--- src/rtl/lcd_tg_pkg.sv ---
package lcd_tg_pkg;
  localparam int TW = 16;

  localparam logic [2:0] A_CTRL   = 3'd0;
  localparam logic [2:0] A_CFG    = 3'd1;
  localparam logic [2:0] A_HSE    = 3'd2;
  localparam logic [2:0] A_VSE    = 3'd3;
  localparam logic [2:0] A_HWIN   = 3'd4;
  localparam logic [2:0] A_VWIN   = 3'd5;
  localparam logic [2:0] A_TOTAL  = 3'd6;
  localparam logic [2:0] A_STATUS = 3'd7;

  typedef struct packed {
    logic [TW-1:0] hs_end;
    logic [TW-1:0] vs_end;
    logic [TW-1:0] ha_start;
    logic [TW-1:0] ha_end;
    logic [TW-1:0] va_start;
    logic [TW-1:0] va_end;
    logic [TW-1:0] h_total;
    logic [TW-1:0] v_total;
  } timing_t;

  typedef struct packed {
    logic special;
    logic pclk_fall;
    logic de_low;
    logic vs_low;
    logic hs_low;
  } cfg_t;
endpackage

--- src/rtl/lcd_tg_regs.sv ---
module lcd_tg_regs
  import lcd_tg_pkg::*;
#(
  parameter int AW = 3,
  parameter int DW = 32
) (
  input  logic          clk,
  input  logic          rst,
  input  logic          wr_en,
  input  logic [AW-1:0] wr_addr,
  input  logic [DW-1:0] wr_data,
  input  logic [AW-1:0] rd_addr,
  input  logic          frame_end,
  input  logic          stopped,
  output logic [DW-1:0] rd_data,
  output timing_t       live,
  output cfg_t          cfg,
  output logic          run_req,
  output logic          irq_en,
  output logic          eof_flag
);
  localparam int HI = 2 * TW;

  always_ff @(posedge clk) begin
    if (rst) begin
      live     <= '0;
      cfg      <= '0;
      run_req  <= 1'b0;
      irq_en   <= 1'b0;
      eof_flag <= 1'b0;
    end else begin
      if (wr_en) begin
        case (wr_addr)
          A_CTRL:  begin run_req <= wr_data[0]; irq_en <= wr_data[1]; end
          A_CFG:   cfg <= cfg_t'(wr_data[4:0]);
          A_HSE:   live.hs_end <= wr_data[TW-1:0];
          A_VSE:   live.vs_end <= wr_data[TW-1:0];
          A_HWIN:  begin live.ha_start <= wr_data[TW-1:0]; live.ha_end <= wr_data[HI-1:TW]; end
          A_VWIN:  begin live.va_start <= wr_data[TW-1:0]; live.va_end <= wr_data[HI-1:TW]; end
          A_TOTAL: begin live.h_total <= wr_data[TW-1:0]; live.v_total <= wr_data[HI-1:TW]; end
          default: ;
        endcase
      end
      if (frame_end)
        eof_flag <= 1'b1;
      else if (wr_en && wr_addr == A_STATUS && !wr_data[0])
        eof_flag <= 1'b0;
    end
  end

  always_ff @(posedge clk) begin
    if (rst) rd_data <= '0;
    else begin
      case (rd_addr)
        A_CTRL:   rd_data <= DW'({irq_en, run_req});
        A_CFG:    rd_data <= DW'(cfg);
        A_HSE:    rd_data <= DW'(live.hs_end);
        A_VSE:    rd_data <= DW'(live.vs_end);
        A_HWIN:   rd_data <= DW'({live.ha_end, live.ha_start});
        A_VWIN:   rd_data <= DW'({live.va_end, live.va_start});
        A_TOTAL:  rd_data <= DW'({live.v_total, live.h_total});
        default:  rd_data <= DW'({stopped, eof_flag});
      endcase
    end
  end

  // a frame end always leaves the flag set
  a_r5_flag_sets: assert property (@(posedge clk) disable iff (rst)
    frame_end |=> eof_flag);
  // a clearing write with no coincident frame end clears the flag
  a_r5_flag_clears: assert property (@(posedge clk) disable iff (rst)
    (wr_en && wr_addr == A_STATUS && !wr_data[0] && !frame_end) |=> !eof_flag);
endmodule

--- src/rtl/lcd_tg_counter.sv ---
module lcd_tg_counter
  import lcd_tg_pkg::*;
#(
  parameter int CW = 12
) (
  input  logic          clk,
  input  logic          rst,
  input  logic          run_req,
  input  timing_t       live,
  output logic          run,
  output logic [CW-1:0] h,
  output logic [CW-1:0] v,
  output timing_t       act,
  output logic          frame_end
);
  logic line_end;

  assign line_end  = TW'(h) == act.h_total - 1'b1;
  assign frame_end = run && line_end && (TW'(v) == act.v_total - 1'b1);

  always_ff @(posedge clk) begin
    if (rst) begin
      run <= 1'b0;
      h   <= '0;
      v   <= '0;
      act <= '0;
    end else if (!run) begin
      h <= '0;
      v <= '0;
      if (run_req) begin
        run <= 1'b1;
        act <= live;
      end
    end else if (frame_end) begin
      h <= '0;
      v <= '0;
      if (!run_req) run <= 1'b0;
      else          act <= live;
    end else if (line_end) begin
      h <= '0;
      v <= v + 1'b1;
    end else begin
      h <= h + 1'b1;
    end
  end

  // pixel count never reaches the line total while running
  a_r1_h_in_line: assert property (@(posedge clk) disable iff (rst)
    run |-> TW'(h) < act.h_total);
  // a stopped raster keeps both counters at zero
  a_r6_idle_zero: assert property (@(posedge clk) disable iff (rst)
    !run |-> (h == '0 && v == '0));
  // active timing changes only across a frame boundary
  a_r9_shadow_hold: assert property (@(posedge clk) disable iff (rst)
    (run && !frame_end) |=> $stable(act));
endmodule

--- src/rtl/lcd_tg_outputs.sv ---
module lcd_tg_outputs
  import lcd_tg_pkg::*;
#(
  parameter int CW = 12
) (
  input  logic          clk,
  input  logic          rst,
  input  logic          run,
  input  logic [CW-1:0] h,
  input  logic [CW-1:0] v,
  input  timing_t       act,
  input  cfg_t          cfg,
  input  logic          irq_en,
  input  logic          eof_flag,
  output logic          hsync_o,
  output logic          vsync_o,
  output logic          de_o,
  output logic          pclk_fall_o,
  output logic          eof_irq_o,
  output logic          sp_end_a_o,
  output logic          sp_end_b_o,
  output logic          sp_sync_o,
  output logic          sp_rev_o
);
  localparam int NSIG = 3;

  logic [TW-1:0]   hx, vx;
  logic [NSIG-1:0] raw, pol, drv;
  logic            sp_on, at_line_end;

  assign hx     = TW'(h);
  assign vx     = TW'(v);
  assign raw[0] = run && (hx < act.hs_end);
  assign raw[1] = run && (vx < act.vs_end);
  assign raw[2] = run && (hx >= act.ha_start) && (hx < act.ha_end)
                      && (vx >= act.va_start) && (vx < act.va_end);
  assign pol    = {cfg.de_low, cfg.vs_low, cfg.hs_low};
  assign sp_on  = run && cfg.special;
  assign at_line_end = hx == act.h_total - 1'b1;

  for (genvar i = 0; i < NSIG; i++) begin : g_pol
    always_ff @(posedge clk) begin
      if (rst) drv[i] <= 1'b0;
      else     drv[i] <= raw[i] ^ pol[i];
    end
  end

  assign hsync_o = drv[0];
  assign vsync_o = drv[1];
  assign de_o    = drv[2];

  always_ff @(posedge clk) begin
    if (rst) begin
      pclk_fall_o <= 1'b0;
      eof_irq_o   <= 1'b0;
      sp_end_a_o  <= 1'b0;
      sp_end_b_o  <= 1'b0;
      sp_sync_o   <= 1'b0;
      sp_rev_o    <= 1'b0;
    end else begin
      pclk_fall_o <= cfg.pclk_fall;
      eof_irq_o   <= eof_flag && irq_en;
      sp_end_a_o  <= sp_on && (hx == act.ha_end);
      sp_end_b_o  <= sp_on && (hx == act.ha_end);
      sp_sync_o   <= sp_on && (hx == act.hs_end);
      if (!sp_on)           sp_rev_o <= 1'b0;
      else if (at_line_end) sp_rev_o <= !sp_rev_o;
    end
  end

  // special strobes stay low while the mode is off
  a_r8_strobes_idle: assert property (@(posedge clk) disable iff (rst)
    !cfg.special |=> !(sp_end_a_o || sp_end_b_o || sp_sync_o || sp_rev_o));
  // a stopped raster drives data-enable to its inactive level
  a_r6_de_idle: assert property (@(posedge clk) disable iff (rst)
    !run |=> de_o == $past(cfg.de_low));
  // data-enable never active outside the vertical window
  a_r3_de_vwin: assert property (@(posedge clk) disable iff (rst)
    (vx >= act.va_end) |=> de_o == $past(cfg.de_low));
endmodule

--- src/rtl/lcd_timing_gen.sv ---
module lcd_timing_gen
  import lcd_tg_pkg::*;
#(
  parameter int AW = 3,
  parameter int DW = 32,
  parameter int CW = 12
) (
  input  logic          clk,
  input  logic          rst,
  input  logic          wr_en,
  input  logic [AW-1:0] wr_addr,
  input  logic [DW-1:0] wr_data,
  input  logic [AW-1:0] rd_addr,
  output logic [DW-1:0] rd_data,
  output logic          hsync_o,
  output logic          vsync_o,
  output logic          de_o,
  output logic          pclk_fall_o,
  output logic          eof_irq_o,
  output logic          sp_end_a_o,
  output logic          sp_end_b_o,
  output logic          sp_sync_o,
  output logic          sp_rev_o
);
  timing_t       live, act;
  cfg_t          cfg;
  logic          run_req, irq_en, eof_flag, run, frame_end;
  logic [CW-1:0] h, v;

  lcd_tg_regs #(.AW(AW), .DW(DW)) u_regs (
    .clk(clk), .rst(rst), .wr_en(wr_en), .wr_addr(wr_addr), .wr_data(wr_data),
    .rd_addr(rd_addr), .frame_end(frame_end), .stopped(!run), .rd_data(rd_data),
    .live(live), .cfg(cfg), .run_req(run_req), .irq_en(irq_en), .eof_flag(eof_flag)
  );

  lcd_tg_counter #(.CW(CW)) u_cnt (
    .clk(clk), .rst(rst), .run_req(run_req), .live(live), .run(run),
    .h(h), .v(v), .act(act), .frame_end(frame_end)
  );

  lcd_tg_outputs #(.CW(CW)) u_out (
    .clk(clk), .rst(rst), .run(run), .h(h), .v(v), .act(act), .cfg(cfg),
    .irq_en(irq_en), .eof_flag(eof_flag), .hsync_o(hsync_o), .vsync_o(vsync_o),
    .de_o(de_o), .pclk_fall_o(pclk_fall_o), .eof_irq_o(eof_irq_o),
    .sp_end_a_o(sp_end_a_o), .sp_end_b_o(sp_end_b_o), .sp_sync_o(sp_sync_o),
    .sp_rev_o(sp_rev_o)
  );

  // the raster stops only at a frame boundary
  a_r6_stop_at_boundary: assert property (@(posedge clk) disable iff (rst)
    (run && !frame_end) |=> run);
endmodule

--- config.mk ---
export PLATFORM = sky130hd
export DESIGN_NAME = lcd_timing_gen
export DESIGN_NICKNAME = d
export VERILOG_FILES = /design/src/rtl/lcd_tg_pkg.sv /design/src/rtl/lcd_tg_regs.sv /design/src/rtl/lcd_tg_counter.sv /design/src/rtl/lcd_tg_outputs.sv /design/src/rtl/lcd_timing_gen.sv
export SDC_FILE = /design/constraint.sdc
export NUM_CORES = 1
export LEC_CHECK = 0
export BUFFER_PORTS_ARGS = -buffer_cell sky130_fd_sc_hd__buf_4
export CORE_MARGIN = 1.5
export CORE_UTILIZATION = 62
export DETAILED_ROUTE_END_ITERATION = 10
export PLACE_DENSITY = 0.91
export SLEW_MARGIN = 20
export SYNTH_ARGS = -nofsm -noshare
export SYNTH_HDL_FRONTEND = slang
export SYNTH_HIERARCHICAL = 1
export SYNTH_SLANG_ARGS = --single-unit
--- constraint.sdc ---
create_clock -name clk -period 3.9 [get_ports clk]
set_input_delay 0.39 -clock clk [delete_from_list [all_inputs] [get_ports clk]]
set_output_delay 0.39 -clock clk [all_outputs]
set_load 0.005 [all_outputs]
==> metrics.csv <==
stage,metric,value,unit
global_routing,number of global-route vias before repair,14370,
sta,RSZ-0062 raised after global routing,false,
clock_tree,hold_buf cts,0,
job,max_cap viols,0,
detailed_routing,DR DRC count,0,
die,# IOs,82,
clock_tree,CTS tree,done,
layout,layout cells sized above 1,9.127,%
placement,post-DP HPWL,31570,um
synth,synth warn,6,
sta,period utilization,92.50,%
detailed_routing,Initial DRC Count,1829,
layout,Filler Cell Count,1997,
layout,Final nets,2134,
power,pwr dens,373.1,mW/mm^2
synth,Syn Nets,2115,
sta,final hold vios,0,
die,standard-cell row count,61,
sta,Setup TNS Final,0,ns
worst_setup_path,CP Capture Type,flip-flop,
layout,Final Core Density,68.85,%
worst_setup_path,Reg2Reg Setup Slack,0.29,ns
synth,synthesized area per cell,8.731,um^2
hold_path,min-delay src,wr_data[30],
power,switching pwr,0.001606,W
layout,FF+latch area,0.006586,mm^2
clock_tree,H-tree depth,2,
power,Sequential Power Share,48.0,%
sta,# setup viols final,0,
global_routing,GR Overflow Total,0,
layout,"commonest non-fill, non-tap cells in the layout","dfxtp_1, nand2_1, nand2b_1, a21oi_1, mux2i_1",
clock_tree,TritonCTS Buffers,35,
clock_tree,"Setup Fix Bufs, Post-CTS",0,
clock_tree,Clock transition at path regs,0.06,ns
hold_path,worst hold path depth,3,
worst_setup_path,Worst Setup Start Kind,flip-flop,
global_routing,initial antenna violation count,0,
worst_setup_path,reg2reg path depth,11,
clock_tree,CTS Buffer Depth,3,
detailed_routing,drt total wl,48410,um
detailed_routing,wire per inst,20.04,um
power,Max rail drop VDD,0.0003551,V
global_routing,GRT Util Overall,32.49,%
detailed_routing,Antenna Violating Nets Remaining,0,
placement,GP Congestion,0.9200,
synth,Seq cells post-synth,329,
power,fraction of power spent switching nets,22.50,%
synth,number of synthesized flops with an enable pin,0,
clock_tree,insertion delay to the later sink of the worst-skew pair,0.52,ns
die,Vert. Die Dim,170.8,um
synth,mapped cell area,0.01745,mm^2
worst_setup_path,WP data arrival,4.05,ns
power,Clk pwr share,46.5,%
power,Power Internal,0.005532,W
worst_setup_path,crit path max fanout,32,
sta,fmax,0.2772,GHz
placement,IO buf count,81,
power,share of total power in combinational logic,5.5,%
sta,worst setup skew after layout,0.01673,ns
hold_path,min-delay worst type,input port to flip-flop,
global_routing,first-pass GRT wire length,74580,um
worst_setup_path,Critical R2R Launch,u_cnt/act[17],
synth,fraction of registers with async set/reset,0,%
power,P_leak,6.985,nW
run_status,status,completed,
sta,max-slew violation count,0,
synth,Yosys cell types,85,
layout,Synth-to-Final Area Change,9.599,%
hold_path,hold path endpoint,u_regs/live[46],
detailed_routing,Via density,6.218,
die,Initial Util,62.82,%
die,die area,0.02917,mm^2
worst_setup_path,Critical R2R Capture,u_cnt/act[110],
clock_tree,CTS root buf,clkbuf_16,
layout,ant diodes,0,
synth,"Top FF cell, synth",dfxtp_1,
global_routing,largest net degree at the start of global routing,145,
layout,"most common cell after layout, fill and taps aside",dfxtp_1,
sta,Max transition margin,27.11,%
die,Die W,170.8,um
sta,Worst Tran Pin Value,1.087,ns
layout,area of the multi-input gates,0.009724,mm^2
detailed_routing,DRT Pass-1 Iters,6,
detailed_routing,via count,15020,
clock_tree,Post-CTS Resized,0,
die,Core Region,0.02778,mm^2
worst_setup_path,CP Class,flip-flop to flip-flop,
clock_tree,clock sinks,329,
worst_setup_path,"Req. time, crit path",4.34,ns
synth,sequential area share after synthesis,37.74,%
synth,Syn Inst Count,1999,
sta,Tmin final,3.608,ns
[worst max-delay path: stages, from the launching register on]
cell	delay [ns]
dfxtp_1	0.39
inv_1	0.09
ha_2	0.27
or4b_4	0.52
nor4_2	0.26
a211oi_1	0.12
a2111oi_4	0.42
nand4_4	0.18
o41ai_4	0.47
buf_12	0.31
buf_4	0.23
mux2i_1	0.21
[worst max-delay path by stage]
stage	end	start	slack, ns	cells past startpoint
2_1_floorplan	u_cnt/act[0]	u_cnt/act[16]	0.65	13
3_3_place_gp	u_cnt/act[61]	u_cnt/act[17]	0.39	11
3_5_place_dp	u_cnt/act[59]	u_cnt/act[17]	0.28	11
4_1_cts	u_cnt/act[110]	u_cnt/act[17]	0.25	11
5_1_grt	u_cnt/act[125]	u_cnt/act[17]	0.09	11
6_report	u_cnt/act[110]	u_cnt/act[17]	0.29	11
[cells by family (layout without fill, tap and decap cells)]
| family | count (synthesis) | after routing | share of synthesized area, % |
|---|---|---|---|
| xor+xnor | 58 | 58 | 2.911 |
| mux | 175 | 175 | 10.16 |
| compound gates | 330 | 330 | 11.85 |
| simple gates | 818 | 818 | 25.31 |
| buf+inv | 214 | 253 | 6.660 |
| fa+ha+maj | 75 | 75 | 5.377 |
| flops | 329 | 329 | 37.74 |
[cells in the mapped netlist, types with 4 or more instances]
| library cell | count | area [um^2] |
|---|---|---|
| or3_1 | 15 | 93.84 |
| inv_1 | 87 | 326.6 |
| and4b_1 | 5 | 50.05 |
| and3b_1 | 23 | 201.4 |
| nor2_1 | 72 | 270.3 |
| nand3b_1 | 10 | 75.07 |
| and4_1 | 4 | 35.03 |
| nand4_1 | 22 | 137.6 |
| nor3_1 | 20 | 100.1 |
| dfxtp_1 | 329 | 6586 |
| xor2_1 | 28 | 245.2 |
| a2bb2oi_1 | 17 | 148.9 |
| clkbuf_1 | 55 | 206.5 |
| buf_12 | 13 | 260.3 |
| a22oi_1 | 13 | 97.59 |
| o21a_1 | 7 | 52.55 |
| buf_6 | 6 | 67.56 |
| a211oi_1 | 11 | 82.58 |
| ha_1 | 75 | 938.4 |
| nor4_1 | 14 | 87.58 |
| buf_4 | 16 | 120.1 |
| buf_2 | 34 | 170.2 |
| o21ai_0 | 30 | 150.1 |
| o21ai_1 | 8 | 40.04 |
| xnor2_1 | 30 | 262.8 |
| a221oi_1 | 4 | 35.03 |
| mux2_2 | 4 | 45.04 |
| nand2_1 | 284 | 1066 |
| a31oi_1 | 4 | 25.02 |
| nor2b_1 | 9 | 56.30 |
| nand3_1 | 23 | 115.1 |
| a21o_1 | 18 | 135.1 |
| a21oi_1 | 174 | 870.8 |
| and3_1 | 8 | 50.05 |
| mux2_1 | 13 | 146.4 |
| or4_1 | 9 | 67.56 |
| o31ai_1 | 9 | 67.56 |
| mux2i_1 | 158 | 1582 |
| nand4b_1 | 6 | 52.55 |
| nand2b_1 | 266 | 1664 |
[state kept, by name (all words and copies together) (netlist names), 5 cells and up]
| name | cells |
|---|---|
| u_cnt/act | 128 |
| u_regs/live | 128 |
| u_regs/rd_data | 32 |
| u_cnt/h | 12 |
| u_cnt/v | 12 |
| u_regs/cfg | 5 |
[metrics by stage]
step	total power [W]	instance area (um^2)	setup slack [ns]	instances	hold WS (ns)
CTS	0.007136	19120	0.2501	2416	0.1257
finish	0.007138	19130	0.2924	2416	0.1366
global route	0.007315	19130	0.08507	2416	0.1364
global placement	0.003863	17980	0.3868	2359	0.4409
detailed placement	0.003874	17980	0.2826	2359	0.4595
floorplan	0.003761	17450	0.6517	1999	0.4213
[per-layer routing]
| metal | track usage [%] | up-vias | share of wire (%) |
|---|---|---|---|
| li1 | - | 6852 | - |
| met1 | 42.05 | 7077 | 39 |
| met2 | 52.16 | 886 | 45 |
| met3 | 6.176 | 207 | 11 |
| met4 | 15.66 | 0 | 4.6 |
| met5 | 0 | - | 0 |
[final cells by class]
type | count | area share [%]
multi-input cells | 1456 | 50.84
flip-flops and latches | 329 | 34.43
clock buffers | 46 | 5.167
repair buffers | 108 | 4.605
well taps | 378 | 2.473
inverters | 88 | 1.727
clock inverters | 11 | 0.7588
[power by group through the flow]
stage | combinational [W] | sequential, W | clock (W)
finish | 0.000391 | 0.00343 | 0.00332
global placement | 0.000365 | 0.00350 | 0
global route | 0.000409 | 0.00343 | 0.00348
detailed placement | 0.000374 | 0.00350 | 0
CTS | 0.000377 | 0.00343 | 0.00333
floorplan | 0.000271 | 0.00349 | 0
Note: power is estimated with default switching activity, not from simulation.
